<file path="src/rtl/swc_pkg.sv">
package swc_pkg;

  typedef enum logic [2:0] {
    ST_RUN,
    ST_HALT,
    ST_SLEEP,
    ST_WAKE_SLEEP,
    ST_WAKE_HALT
  } swcState_t;

  // Strobes from control to datapath
  typedef struct packed {
    logic capture;   // wake decided this cycle: latch resume information
  } swcStrobe_t;

  localparam int EXT_LINES = 3;

endpackage

</file>
<file path="src/rtl/swc_sync.sv">
module swc_sync #(
  parameter int WIDTH  = 1,
  parameter int STAGES = 2
) (
  input  logic             clk,
  input  logic             rstN,
  input  logic [WIDTH-1:0] dIn,
  output logic [WIDTH-1:0] qOut
);

  logic [WIDTH-1:0] pipe [STAGES];

  for (genvar g = 0; g < STAGES; g++) begin : gStage
    if (g == 0) begin : gFirst
      always_ff @(posedge clk or negedge rstN) begin
        if (!rstN) pipe[g] <= '0;
        else       pipe[g] <= dIn;
      end
    end else begin : gNext
      always_ff @(posedge clk or negedge rstN) begin
        if (!rstN) pipe[g] <= '0;
        else       pipe[g] <= pipe[g-1];
      end
    end
  end

  assign qOut = pipe[STAGES-1];

endmodule

</file>
<file path="src/rtl/swc_datapath.sv">
module swc_datapath
  import swc_pkg::*;
#(
  parameter int NUM_INT     = 4,
  parameter int SYNC_STAGES = 2,
  parameter int SRC_W       = 3
) (
  input  logic                 clk,
  input  logic                 rstN,
  input  logic                 nmiReq,
  input  logic [EXT_LINES-1:0] extReq,
  input  logic [EXT_LINES-1:0] extEnable,
  input  logic [NUM_INT-1:0]   intReq,
  input  logic [NUM_INT-1:0]   intEnable,
  input  logic                 gie,
  input  swcStrobe_t           strobe,
  output logic                 wakeAny,
  output logic                 resumeValid,
  output logic                 resumeVector,
  output logic [SRC_W-1:0]     resumeSrc
);

  localparam int NUM_SRC  = NUM_INT + EXT_LINES + 1;
  localparam int ASYNC_W  = EXT_LINES + 1;

  logic [ASYNC_W-1:0] asyncSynced;
  logic [NUM_SRC-1:0] srcVec;
  logic [SRC_W-1:0]   pickSrc;

  swc_sync #(.WIDTH(ASYNC_W), .STAGES(SYNC_STAGES)) syncAsync_i (
    .clk  (clk),
    .rstN (rstN),
    .dIn  ({extReq, nmiReq}),
    .qOut (asyncSynced)
  );

  // Index 0 is the non-maskable request, then external lines, then internal
  assign srcVec = {intReq & intEnable,
                   asyncSynced[ASYNC_W-1:1] & extEnable,
                   asyncSynced[0]};

  assign wakeAny = |srcVec;

  always_comb begin
    pickSrc = '0;
    for (int i = NUM_SRC - 1; i >= 0; i--) begin
      if (srcVec[i]) pickSrc = SRC_W'(i);
    end
  end

  always_ff @(posedge clk or negedge rstN) begin
    if (!rstN) begin
      resumeValid  <= 1'b0;
      resumeVector <= 1'b0;
      resumeSrc    <= '0;
    end else begin
      resumeValid <= strobe.capture;
      if (strobe.capture) begin
        resumeSrc    <= pickSrc;
        resumeVector <= gie | srcVec[0];
      end
    end
  end

endmodule

</file>
<file path="src/rtl/swc_control.sv">
module swc_control
  import swc_pkg::*;
(
  input  logic       clk,
  input  logic       rstN,
  input  logic       sleepStrobe,
  input  logic       haltStrobe,
  input  logic       ioStopBit,
  input  logic       modeBitA,
  input  logic       modeBitB,
  input  logic       busGranted,
  input  logic       wakeAny,
  output swcStrobe_t strobe,
  output logic       coreClkEn,
  output logic       dmaClkEn,
  output logic       refreshEn,
  output logic       busHoldHigh,
  output logic       haltN
);

  swcState_t stateQ, stateD;
  logic      sleepAllowed;
  logic      inSleep;
  logic      parked;

  assign sleepAllowed = sleepStrobe & ~ioStopBit & ~modeBitA & ~modeBitB;
  assign parked       = (stateQ == ST_SLEEP) || (stateQ == ST_HALT);

  always_comb begin
    stateD = stateQ;
    unique case (stateQ)
      ST_RUN: begin
        if (sleepAllowed)    stateD = ST_SLEEP;
        else if (haltStrobe) stateD = ST_HALT;
      end
      ST_SLEEP:      if (wakeAny) stateD = ST_WAKE_SLEEP;
      ST_HALT:       if (wakeAny) stateD = ST_WAKE_HALT;
      ST_WAKE_SLEEP: stateD = ST_RUN;
      ST_WAKE_HALT:  stateD = ST_RUN;
      default:       stateD = ST_RUN;
    endcase
  end

  always_ff @(posedge clk or negedge rstN) begin
    if (!rstN) stateQ <= ST_RUN;
    else       stateQ <= stateD;
  end

  assign strobe.capture = parked & wakeAny;

  assign inSleep     = (stateQ == ST_SLEEP) || (stateQ == ST_WAKE_SLEEP);
  assign coreClkEn   = ~inSleep;
  assign dmaClkEn    = ~inSleep;
  assign refreshEn   = ~inSleep;
  assign busHoldHigh = inSleep & ~busGranted;
  assign haltN       = (stateQ == ST_RUN);

endmodule

</file>
<file path="src/rtl/sleep_wake_ctrl.sv">
module sleep_wake_ctrl
  import swc_pkg::*;
#(
  parameter int NUM_INT     = 4,
  parameter int SYNC_STAGES = 2,
  parameter int SRC_W       = $clog2(NUM_INT + EXT_LINES + 1)
) (
  input  logic                 clk,
  input  logic                 rstN,
  input  logic                 sleepStrobe,
  input  logic                 haltStrobe,
  input  logic                 ioStopBit,
  input  logic                 modeBitA,
  input  logic                 modeBitB,
  input  logic                 gie,
  input  logic [NUM_INT-1:0]   intEnable,
  input  logic [EXT_LINES-1:0] extEnable,
  input  logic                 nmiReq,
  input  logic [EXT_LINES-1:0] extReq,
  input  logic [NUM_INT-1:0]   intReq,
  input  logic                 busGranted,
  output logic                 coreClkEn,
  output logic                 dmaClkEn,
  output logic                 refreshEn,
  output logic                 busHoldHigh,
  output logic                 haltN,
  output logic                 resumeValid,
  output logic                 resumeVector,
  output logic [SRC_W-1:0]     resumeSrc
);

  swcStrobe_t strobe;
  logic       wakeAny;

  swc_control control_i (
    .clk         (clk),
    .rstN        (rstN),
    .sleepStrobe (sleepStrobe),
    .haltStrobe  (haltStrobe),
    .ioStopBit   (ioStopBit),
    .modeBitA    (modeBitA),
    .modeBitB    (modeBitB),
    .busGranted  (busGranted),
    .wakeAny     (wakeAny),
    .strobe      (strobe),
    .coreClkEn   (coreClkEn),
    .dmaClkEn    (dmaClkEn),
    .refreshEn   (refreshEn),
    .busHoldHigh (busHoldHigh),
    .haltN       (haltN)
  );

  swc_datapath #(
    .NUM_INT     (NUM_INT),
    .SYNC_STAGES (SYNC_STAGES),
    .SRC_W       (SRC_W)
  ) datapath_i (
    .clk          (clk),
    .rstN         (rstN),
    .nmiReq       (nmiReq),
    .extReq       (extReq),
    .extEnable    (extEnable),
    .intReq       (intReq),
    .intEnable    (intEnable),
    .gie          (gie),
    .strobe       (strobe),
    .wakeAny      (wakeAny),
    .resumeValid  (resumeValid),
    .resumeVector (resumeVector),
    .resumeSrc    (resumeSrc)
  );

endmodule

</file>
<file path="config.mk">
export PLATFORM = sky130hd
export DESIGN_NAME = sleep_wake_ctrl
export DESIGN_NICKNAME = d
export VERILOG_FILES = /design/src/rtl/swc_pkg.sv /design/src/rtl/swc_sync.sv /design/src/rtl/swc_datapath.sv /design/src/rtl/swc_control.sv /design/src/rtl/sleep_wake_ctrl.sv
export SDC_FILE = /design/constraint.sdc
export NUM_CORES = 1
export LEC_CHECK = 0
export BUFFER_PORTS_ARGS = -buffer_cell sky130_fd_sc_hd__buf_2
export CAP_MARGIN = 15
export CORE_MARGIN = 4
export CORE_UTILIZATION = 35
export DETAILED_ROUTE_END_ITERATION = 8
export GPL_TIMING_DRIVEN = 0
export PLACE_DENSITY_LB_ADDON = 0.2
export SLEW_MARGIN = 40
export SYNTH_ARGS = -nofsm -noshare
export SYNTH_HDL_FRONTEND = slang
export SYNTH_HIERARCHICAL = 1
export SYNTH_SLANG_ARGS = --single-unit
</file>
<file path="constraint.sdc">
create_clock -name clk -period 2.17 [get_ports clk]
set_input_delay 0.217 -clock clk [delete_from_list [all_inputs] [get_ports clk]]
set_output_delay 0.217 -clock clk [all_outputs]
set_load 0.01 [all_outputs]
</file>
Word level (Yosys, flattened, before mapping)
Cells that the tools add are included.
- reductions and logical operators: 5
- bitwise gates (word level): 13
- muxes and demuxes: 13
- equality and inequality tests: 6
- operators with widths (cell ; count):
    3-bit two-way mux ; 12
    3-bit one-hot mux with 3 select lines ; 1
    8-bit OR reduction ; 1
    3-bit by 2-bit == test with 1-bit output (second input constant) ; 2
    1-bit AND ; 5
    1-bit NOT ; 5
    4-bit AND ; 1
    2-bit by 1-bit != test with 1-bit output (second input constant) ; 2
    3-bit AND ; 1
    3-bit by 1-bit == test with 1-bit output (second input constant) ; 1
    3-bit zero test ; 1
    3-bit by 2-bit != test with 1-bit output (second input constant) ; 1
    3-bit AND reduction ; 1
    1-bit logical OR ; 2
    1-bit OR ; 1
- word-level logic and storage cells: 43
- input port bits: 24
- flip-flop bits (word level): 16
- output and inout port bits: 10

Logic depth before layout (Yosys ltp)
Gate-level depths: netlist of the first run.
- word-level depth: 9
- gate-level depth with buffers: 11
- gate-level depth less buffers: 9

Hierarchy
The synthesis of the first run kept the hierarchy.
- by module, submodules not included (module ; cells an instance ; times used ; sequential area each (um^2) ; area each (um^2)):
    swc_datapath ; 34 ; 1 ; 125.1 ; 296.5
    swc_sync ; 12 ; 1 ; 200.2 ; 230.2
    swc_control ; 18 ; 1 ; 75.1 ; 185.2

Worst setup path before layout of the first run
OpenSTA, ideal clock, no wires.
- kind: register to register
- start point: reg datapath_i.syncAsync_i.pipe, in the netlist datapath_i/syncAsync_i/qOut[3]
- end point: reg datapath_i.resumeSrc[0]
- cell stages (with the launch flop): 11
- setup time: 0.129 ns
- buffers on the path: 2
- data arrival time: 1.402 ns
- period minus slack after synthesis: 1.531 ns
- slack: 0.639 ns
- path through: dfrtp_1 -> buf_4 -> nand2_1 -> nand2_1 -> nor3b_2 -> nand4_1 -> nand2b_1 -> nor2_1 -> buf_2 -> o21ai_0 -> a31oi_1
- elaborated cells between the ends (all ways): 7
- those cells by class: 4 x mux; 2 x bitwise; 1 x reduce/logical
- RTL lines (element ; line ; RTL):
    start: declaration ; swc_sync.sv:11 ; logic [WIDTH-1:0] pipe [STAGES];
    start signal: indexed assignment ; swc_sync.sv:22 ; else pipe[g] <= pipe[g-1];
    3-bit AND ; swc_datapath.sv:39 ; asyncSynced[ASYNC_W-1:1] & extEnable,
    8-bit OR reduction ; swc_datapath.sv:42 ; assign wakeAny = |srcVec;
    named net wakeAny ; sleep_wake_ctrl.sv:33 ; logic wakeAny;
    1-bit AND ; swc_control.sv:49 ; assign strobe.capture = parked & wakeAny;
    named net strobe ; sleep_wake_ctrl.sv:32 ; swcStrobe_t strobe;
    end signal: assignment ; swc_datapath.sv:59 ; resumeSrc <= pickSrc;
    end: declaration ; swc_datapath.sv:20 ; output logic [SRC_W-1:0] resumeSrc
The timed path passes the listed nets, and every way through them passes these cells.
A chain may end at the register's enable or synchronous reset.

Worst setup path in the final report of the first run
Ends and elaborated chain as after synthesis.

==> impl_metrics.env, run 1 <==
export IMPL_outcome="complete, no violations"
export IMPL_wl_mm=1.253
export IMPL_layout_drive_gt1_share=0.4851
export IMPL_post_synth_main_area_contributors="dfrtp_1 (56%), buf_4 (6.3%), nand2_1 (5.3%), a22oi_4 (3.0%), a21oi_1 (2.1%)"
export IMPL_critical_path_max_stage_delay_ps=360
export IMPL_layout_commonest_cell="buf_2"
export IMPL_worstReg2RegStart="datapath_i/syncAsync_i/qOut[3]"
export IMPL_power_density_nw_per_um2=924.8
export IMPL_cts_root_buf="clkbuf_4"
export IMPL_routed_via_density=4.313
export IMPL_setup_tns_final_ps=0
export IMPL_cts_tree="yes"
export IMPL_ctsLongestPathBuffers=2
export IMPL_crit_start="datapath_i/syncAsync_i/qOut[3]"
export IMPL_worst_hold_path_endpoint="datapath_i/syncAsync_i/pipe[4]"
export IMPL_gp_congestion=0.7121
export IMPL_worst_r2r_cell_count=11
export IMPL_synthDominantAreaCellType="dfrtp_1"
export IMPL_syn_to_layout_area_delta_pct=32.51
export IMPL_final_fill_count=204
export IMPL_cell_count_after_synthesis=64
export IMPL_final_setup_skew_ps=3.780
export IMPL_numPortBuffers=33
export IMPL_cap_viol_max_count=0
export IMPL_detail_route_iter0_violations=2
export IMPL_post_synthesis_net_count=88
export IMPL_seq_area_frac_synth=0.5624
export IMPL_layout_common_cells="buf_2 (34), dfrtp_1 (16), nand2_1 (10)"
export IMPL_grt_antenna_before_repair=0
export IMPL_floorplan_initialDensity=0.3666
export IMPL_ys_seq_elements=16
export IMPL_timing_hold_worst_class="primary input to register"
export IMPL_first_global_vias=502
export IMPL_sequential_cell_area_um2=400.4
export IMPL_worst_setup_hold_path_clk_slew_ps=80
export IMPL_preCtsSetupSlack_ps=454.1
export IMPL_grt_pass1_wl_mm=1.987
export IMPL_post_synth_cell_area_avg_um2=11.12
export IMPL_grtUsageTotal=0.09609
export IMPL_cp_max_fo=9
export IMPL_fmaxAchievable_ghz=0.5868
export IMPL_multi_input_area_um2=254.0
export IMPL_final_min_period_over_clock_period=0.7853
export IMPL_max_slew_headroom_at_the_worst_pin=0.7703
export IMPL_worst_pin_slew_ps=344.6
export IMPL_worst_skew_pair_late_latency_ps=270
export IMPL_globalRoute_totalOverflow=0
export IMPL_yosys_area_top_type_share=0.5624
export IMPL_worst_setup_path_start_kind="register"
export IMPL_dr_total_vias=552
export IMPL_antennaDiodeCount=0
export IMPL_grt_start_max_net_pins=17
export IMPL_unrepaired_setup_endpoints_after_global_routing="false"
export IMPL_crit_type="register to register"
export IMPL_static_leakage_power_nw=0.4789
export IMPL_synth_cell_type_count=27
export IMPL_std_cell_rows=16
export IMPL_dieWidth_um=53.10
export IMPL_drt_drc_violations_left=0
export IMPL_hold_worst_slack_ps=46.99
export IMPL_dp_hpwl_mm=1.040
export IMPL_ys_flop_type="dfrtp_1"
export IMPL_timing_rr_end="datapath_i/resumeSrc[0]"
export IMPL_worstHoldPathCells=1
export IMPL_worst_path_most_repeated_cell="nand2_1"
export IMPL_post_synth_instance_area_um2=711.9
export IMPL_route_antenna_remaining_nets=0
export IMPL_finalHoldViolCount=0
export IMPL_timing_critical_path_buf_inv=2
export IMPL_critPathArrivalTime_ps=1900
export IMPL_worst_endpoint_required_ps=2360
export IMPL_r2r_slack_ps=470
export IMPL_synth_enable_flop_cells=0
export IMPL_drt_wirelength_per_cell_um=9.789
export IMPL_report_final_slew_viol_count=0
export IMPL_cts_setup_buffers=0
export IMPL_design_final_nets=127
export IMPL_peakVddDrop_mv=0.4681
export IMPL_crit_path_top_delay_cell="dfrtp_1"
export IMPL_worstSetupEndpointType="register"
export IMPL_die_h_um=53.10
export IMPL_drt_pass1_iterations=4
export IMPL_setup_viol_count_final=0
export IMPL_cts_made_buffers=3
export IMPL_cp_num_cells=11
export IMPL_placeableCoreArea_um2=1942
export IMPL_fin_crit_ps=1704
export IMPL_cts_sinks=16
export IMPL_synthesis_yosys_warnings=6
export IMPL_fp_dieArea_um2=2820
export IMPL_critPathTopFamily="simple AND/OR/NAND/NOR gates"
export IMPL_ctsHtreeMaxLevel=1
export IMPL_timing_final_ws_setup_ps=465.8
export IMPL_asyncSetResetFlopFracSynth=1.000
export IMPL_holdCritStartpoint="nmiReq"
export IMPL_design_portCount=34
export IMPL_timing_critical_path_cells="buf_4 -> nand2_1 -> nand2_1 -> nor3b_2 -> nand4_1 -> nand2b_1 -> nor2_1 -> buf_2 -> nand2_1 -> o21ai_0 -> a31oi_1"
==> power by group <==
group          switching [mW]  internal, mW  leakage [nW]  total [mW]
clock                  0.0768        0.0641        0.0138       0.141
sequential             0.0492         0.370         0.194       0.419
combinational           0.155         0.158         0.271       0.313
total                   0.281         0.592         0.479       0.872
==> flip-flops by register name (all words and copies together) (netlist names) <==
| register | count |
|---|---|
| datapath_i/resumeSrc | 3 |
| datapath_i/resumeVector | 1 |
| control_i/stateQ | 3 |
| datapath_i/syncAsync_i/pipe | 4 |
| datapath_i/resumeValid | 1 |
| datapath_i/syncAsync_i/qOut | 4 |
==> synthesized netlist by cell type (all sizes together), types with 2 or more instances <==
library cell  count
nand2b            2
nor3b             2
nand2            10
inv               2
a211oi            2
dfrtp            16
a21oi             3
buf               7
nand3             2
nor3              2
nor2              4
==> how the worst max path moves through the flow <==
| stage | to | slack, ps |
|---|---|---|
| 6_report | datapath_i/resumeSrc[0] | 470 |
| 5_1_grt | datapath_i/resumeSrc[0] | 220 |
| 4_1_cts | datapath_i/resumeSrc[0] | 420 |
| 3_5_place_dp | datapath_i/resumeSrc[0] | 450 |
| 3_3_place_gp | datapath_i/resumeSrc[0] | 460 |
| 2_1_floorplan | datapath_i/resumeSrc[0] | 640 |
==> area by class of cell <==
| cell class | instances | share of cell area |
|---|---|---|
| inverters | 2 | 0.007958 |
| flip-flops and latches | 16 | 0.4244 |
| clock buffers | 3 | 0.02387 |
| well taps | 27 | 0.03581 |
| repair buffers | 34 | 0.1857 |
| plain buffers | 7 | 0.05305 |
| multi-input cells | 39 | 0.2692 |
==> timing repair <==
item | CTS | global route
hold endpoints to repair | 16 | 0
hold buffers | 1 | 0
gates resized for setup | 0 | 0
==> metal layers <==
layer / wire, µm / global-route usage / part of all wire / vias to the layer above
li1: - / - / - / 290
met1: 536 / 0.1211 / 0.43 / 245
met2: 600 / 0.1529 / 0.48 / 17
met3: 116 / 0.02817 / 0.093 / 0
met4: 0 / 0.03830 / 0 / 0
met5: 0 / 0 / 0 / -
==> per-stage QoR <==
stage,cells,utilization,area (µm²),power (mW)
final,128,0.4858,943.4,0.8725
after detailed placement,124,0.4691,910.9,0.7456
after floorplan,64,-,711.9,0.6193
after global placement,124,0.4691,910.9,0.7373
after global routing,128,0.4858,943.4,0.9562
after CTS,128,0.4858,943.4,0.8939
==> logic make-up (layout without fill, tap and decap cells) <==
group                  after synthesis  in the layout  share of synthesized area
XOR/XNOR                             1              1                    0.01230
flip-flops                          16             16                     0.5624
AO/OA/AOI/OAI                       11             11                     0.1265
buffers and inverters                9             46                    0.08084
multiplexers                         1              1                    0.01582
AND/OR/NAND/NOR                     26             26                     0.2021
No activity file was read; power rests on OpenSTA's default activity.
==> inputs of run 2 (changes only) <==
==> constraint.sdc (replaced) <==
create_clock -name clk -period 1.5 [get_ports clk]
set_input_delay 0.15 -clock clk [delete_from_list [all_inputs] [get_ports clk]]
set_output_delay 0.15 -clock clk [all_outputs]
set_load 0.01 [all_outputs]
==> impl_metrics.env, run 2 (same netlist as run 1, synthesis figures left out) <==
export IMPL_die_h_um=53.10
export IMPL_grt_antenna_before_repair=0
export IMPL_clockPowerShare=0.156
export IMPL_ctsLongestPathBuffers=2
export IMPL_fin_crit_ps=1500
export IMPL_worst_pin_slew_ps=351.8
export IMPL_final_setup_skew_ps=3.340
export IMPL_fp_dieArea_um2=2820
export IMPL_cellInternalPower_mw=0.9174
export IMPL_static_leakage_power_nw=0.5456
export IMPL_finalHoldViolCount=0
export IMPL_p_total_mw=1.386
export IMPL_worst_setup_hold_path_clk_slew_ps=80
export IMPL_drt_drc_violations_left=0
export IMPL_routed_via_density=4.372
export IMPL_cap_viol_max_count=0
export IMPL_violations="negative setup slack"
export IMPL_grt_start_max_net_pins=17
export IMPL_design_final_nets=136
export IMPL_detail_route_iter0_violations=1
export IMPL_design_portCount=34
export IMPL_dieWidth_um=53.10
export IMPL_comb_power_share=0.399
export IMPL_report_final_slew_viol_count=0
export IMPL_worstSetupEndpointType="register"
export IMPL_cts_root_buf="clkbuf_4"
export IMPL_unrepaired_setup_endpoints_after_global_routing="true"
export IMPL_preCtsSetupSlack_ps=-192.3
export IMPL_peakVddDrop_mv=0.7919
export IMPL_critPathArrivalTime_ps=1700
export IMPL_grtUsageTotal=0.1155
export IMPL_p_sw_frac=0.3379
export IMPL_multi_input_area_um2=307.8
export IMPL_sequential_cell_area_um2=400.4
export IMPL_power_density_nw_per_um2=1282
export IMPL_setup_viol_count_final=1
export IMPL_dp_hpwl_mm=1.043
export IMPL_timing_final_ws_setup_ps=-0.2236
export IMPL_worst_endpoint_required_ps=1700
export IMPL_cts_sinks=16
export IMPL_numPortBuffers=33
export IMPL_drt_wirelength_per_cell_um=11.11
export IMPL_final_min_period_over_clock_period=1.000
export IMPL_ctsHtreeMaxLevel=1
export IMPL_outcome="finished, violations left"
export IMPL_layout_common_cells="buf_2 (33), dfrtp_1 (16), buf_4 (11)"
export IMPL_grt_pass1_wl_mm=2.249
export IMPL_globalRoute_totalOverflow=0
export IMPL_antennaDiodeCount=0
export IMPL_gp_congestion=0.7335
export IMPL_dr_total_vias=599
export IMPL_worst_skew_pair_late_latency_ps=280
export IMPL_worst_setup_path_start_kind="register"
export IMPL_p_sw_mw=0.4682
export IMPL_crit_type="register to register"
export IMPL_std_cell_rows=16
export IMPL_wl_mm=1.522
export IMPL_route_antenna_remaining_nets=0
export IMPL_first_global_vias=539
export IMPL_max_slew_headroom_at_the_worst_pin=0.7654
export IMPL_placeableCoreArea_um2=1942
export IMPL_sequential_share_of_power=0.446
export IMPL_fmaxAchievable_ghz=0.6666
export IMPL_cp_max_fo=10
export IMPL_final_fill_count=176
export IMPL_timing_hold_worst_class="primary input to register"
export IMPL_syn_to_layout_area_delta_pct=51.85
export IMPL_floorplan_initialDensity=0.3666
export IMPL_drt_pass1_iterations=4
export IMPL_cts_tree="yes"
export IMPL_layout_commonest_cell="buf_2"
export IMPL_layout_drive_gt1_share=0.5545
export IMPL_cts_made_buffers=3
[run 2: per-layer routing]
metal / wire length, µm / vias up / GRT usage
li1: - / 308 / -
met5: 0 / - / 0
met4: 40 / 0 / 0.07660
met3: 119 / 5 / 0.01972
met1: 586 / 267 / 0.1332
met2: 775 / 19 / 0.1942
[run 2: what timing repair did]
action | CTS | global route
pin swaps | 5 | 4
buffers inserted | 9 | 3
hold buffers | 5 | 0
hold endpoints to repair | 20 | 0
endpoints found under the setup margin | 5 | 6
resized for setup | 9 | 2
[run 2: path summary, 6_finish.rpt]
check | startpoint | to | slack (ps) | cells after the start
min | gie | datapath_i/resumeVector | 150 | 3
max in group asynchronous | rstN | datapath_i/resumeValid | 940 | 2
min in group asynchronous | rstN | datapath_i/resumeVector | 300 | 2
max | datapath_i/syncAsync_i/qOut[3] | datapath_i/resumeSrc[0] | -0.2 | 9
max reg2reg | datapath_i/syncAsync_i/qOut[3] | datapath_i/resumeSrc[0] | -0.2 | 9
min reg2reg | datapath_i/syncAsync_i/pipe[4] | datapath_i/syncAsync_i/qOut[0] | 350 | 0
[run 2: cell type report]
type,count,area share
buffer,3,0.02083
clock buffer,3,0.02083
inverter,2,0.006944
multi-input combinational,39,0.2847
sequential,16,0.3704
tap,27,0.03125
timing repair buffer,47,0.2650
[run 2: critical path, stage by stage, from the launching register on]
cell      delay (ps)
dfrtp_1          400
nand2_4           90
nand2_4           50
nor3b_4          190
nand4_1          150
nand2b_1         180
nor2_4            80
nand2_1           70
o21ai_1           50
a31oi_1          150
[run 2: power by group through the flow]
stage	combinational, mW	clock, mW	sequential [mW]
final	0.552	0.216	0.617
after global routing	0.612	0.246	0.631
after CTS	0.541	0.223	0.616
after detailed placement	0.479	0	0.619
after global placement	0.469	0	0.616
after floorplan	0.271	0	0.640
[run 2: through the flow]
stage	util	area (µm²)	cells	hold WS [ps]	TNS (ps)
finish	0.5567	1081	137	153.7	-0.2236
global route	0.5567	1081	137	155.7	-361.3
CTS	0.5483	1065	136	157.8	-11.06
detailed placement	0.4742	920.9	124	76.60	-493.1
global placement	0.4742	920.9	124	79.68	-527.3
floorplan	-	721.9	64	-145.6	0
==> inputs of run 3 (changes only) <==
--- a/config.mk
+++ b/config.mk
@@ -8,7 +8,7 @@
 export BUFFER_PORTS_ARGS = -buffer_cell sky130_fd_sc_hd__buf_2
 export CAP_MARGIN = 15
 export CORE_MARGIN = 4
-export CORE_UTILIZATION = 35
+export CORE_UTILIZATION = 30
 export DETAILED_ROUTE_END_ITERATION = 8
 export GPL_TIMING_DRIVEN = 0
 export PLACE_DENSITY_LB_ADDON = 0.2
==> impl_metrics.env, run 3 (same netlist as run 1, synthesis figures left out) <==
export IMPL_multi_input_area_um2=325.3
export IMPL_ctsLongestPathBuffers=2
export IMPL_antennaDiodeCount=0
export IMPL_dp_hpwl_mm=1.077
export IMPL_timing_final_ws_setup_ps=-43.75
export IMPL_wl_mm=1.637
export IMPL_floorplan_initialDensity=0.3188
export IMPL_dieWidth_um=56.72
export IMPL_grt_antenna_before_repair=0
export IMPL_unrepaired_setup_endpoints_after_global_routing="true"
export IMPL_final_min_period_over_clock_period=1.029
export IMPL_cts_made_buffers=3
export IMPL_layout_commonest_cell="buf_2"
export IMPL_first_global_vias=623
export IMPL_syn_to_layout_area_delta_pct=60.28
export IMPL_grtUsageTotal=0.1019
export IMPL_worst_endpoint_required_ps=1670
export IMPL_crit_start="datapath_i/syncAsync_i/qOut[2]"
export IMPL_die_h_um=56.72
export IMPL_fmaxAchievable_ghz=0.6478
export IMPL_finalHoldViolCount=0
export IMPL_post_place_instance_area_um2=922.1
export IMPL_power_density_nw_per_um2=1363
export IMPL_sequential_cell_area_um2=400.4
export IMPL_numPortBuffers=33
export IMPL_fin_crit_ps=1544
export IMPL_cts_root_buf="clkbuf_4"
export IMPL_std_cell_rows=17
export IMPL_placeableCoreArea_um2=2233
export IMPL_drt_wirelength_per_cell_um=11.53
export IMPL_cap_viol_max_count=0
export IMPL_routed_via_density=4.338
export IMPL_dr_total_vias=616
export IMPL_ctsHtreeMaxLevel=1
export IMPL_gp_congestion=0.7606
export IMPL_peakVddDrop_mv=0.7313
export IMPL_cts_sinks=16
export IMPL_p_total_mw=1.555
export IMPL_design_area_um2=1141
export IMPL_cts_tree="yes"
export IMPL_fp_dieArea_um2=3217
export IMPL_globalRoute_totalOverflow=0
export IMPL_layout_common_cells="buf_2 (33), dfrtp_1 (16), buf_4 (12)"
export IMPL_critical_path_max_stage_delay_ps=410
export IMPL_worstReg2RegStart="datapath_i/syncAsync_i/qOut[2]"
export IMPL_violations="negative setup slack"
export IMPL_critPathArrivalTime_ps=1710
export IMPL_drt_drc_violations_left=0
export IMPL_preCtsSetupSlack_ps=-158.6
export IMPL_worst_setup_hold_path_clk_slew_ps=90
export IMPL_crit_path_top_delay_cell="dfrtp_1"
export IMPL_timing_critical_path_cells="nand2_4 -> nand2_4 -> buf_4 -> buf_4 -> buf_4 -> buf_4 -> buf_4 -> buf_4 -> a21oi_2 -> o22ai_1"
export IMPL_max_slew_headroom_at_the_worst_pin=0.6791
export IMPL_timing_hold_worst_class="primary input to register"
export IMPL_met2_wirelength_um=826
export IMPL_worstSetupEndpointType="register"
export IMPL_wirelength_met1_um=653
export IMPL_dr_wl_met3_um=149
export IMPL_worst_setup_path_start_kind="register"
export IMPL_worst_pin_slew_ps=477.9
export IMPL_final_fill_count=210
export IMPL_final_setup_skew_ps=5.521
export IMPL_timing_critical_path_buf_inv=6
export IMPL_design_final_nets=139
export IMPL_dr_max_layer_used="met4"
export IMPL_static_leakage_power_nw=0.5694
export IMPL_crit_type="register to register"
export IMPL_worst_path_most_repeated_cell="buf_4"
export IMPL_worst_skew_pair_late_latency_ps=280
export IMPL_grt_pass1_wl_mm=2.608
export IMPL_setup_viol_count_final=2
export IMPL_holdCritStartpoint="extEnable[0]"
export IMPL_setup_tns_final_ps=-76.04
export IMPL_design_portCount=34
export IMPL_outcome="finished, violations left"
export IMPL_detail_route_iter0_violations=10
export IMPL_route_antenna_remaining_nets=0
export IMPL_critPathTopFamily="buffers and inverters"
export IMPL_drt_pass1_iterations=4
export IMPL_report_final_slew_viol_count=0
export IMPL_grt_start_max_net_pins=17
export IMPL_cp_max_fo=2
export IMPL_layout_drive_gt1_share=0.5789
-- run 3: cell types whose count changed in the layout (fill, tap and decap cells not counted), sizes merged --
cell    previous run  this run
buf               45        47
clkbuf             3         4
nor2               4         5
-- run 3: stage by stage --
step,util,hold WS [ps],cells
after global routing,0.5109,157.0,142
after detailed placement,0.4129,82.32,125
after CTS,0.4840,137.8,139
final,0.5109,154.3,142
after floorplan,-,-145.6,64
after global placement,0.4129,77.41,125
-- run 3: final cells by class --
type / instances / share of cell area
Buffer: 3 / 0.01974
Inverter: 2 / 0.006579
Multi-Input combinational cell: 40 / 0.2851
Clock buffer: 4 / 0.03180
Sequential cell: 16 / 0.3509
Tap cell: 28 / 0.03070
Timing Repair Buffer: 49 / 0.2752
-- run 3: per-layer routing --
layer | global-route usage | vias up
met5 | 0 | -
li1 | - | 316
met2 | 0.1700 | 24
met1 | 0.1213 | 274
met4 | 0.05085 | 0
met3 | 0.02299 | 2
-- run 3: final timing paths --
check / end / cells after the start / slack [ps]
setup / recovery: datapath_i/resumeSrc[1] / 10 / -40
hold / removal: datapath_i/resumeSrc[0] / 3 / 150
setup reg to reg: datapath_i/resumeSrc[1] / 10 / -40
hold reg to reg: datapath_i/syncAsync_i/qOut[0] / 0 / 350
max in group asynchronous: datapath_i/syncAsync_i/pipe[6] / 2 / 930
min in group asynchronous: control_i/stateQ[0] / 2 / 300
-- run 3: worst reg2reg max path, stage by stage (launching register included) --
cell	delay [ps]
dfrtp_1	410
nand2_4	80
nand2_4	60
buf_4	120
buf_4	110
buf_4	120
buf_4	120
buf_4	120
buf_4	120
a21oi_2	100
o22ai_1	80
-- run 3: power breakdown --
part | total [mW] | internal (mW) | switching [mW]
clock | 0.277 | 0.147 | 0.129
combinational | 0.661 | 0.356 | 0.305
sequential | 0.618 | 0.535 | 0.0832
total | 1.56 | 1.04 | 0.517
-- run 3: repair_timing --
action | 4_1_cts | 5_1_grt
buffers inserted | 8 | 3
pin swaps | 5 | 3
hold endpoints to repair | 20 | 0
hold buffers | 5 | 0
gates cloned | 1 | 0
endpoints found under the setup margin | 5 | 5
resized for setup | 8 | 5
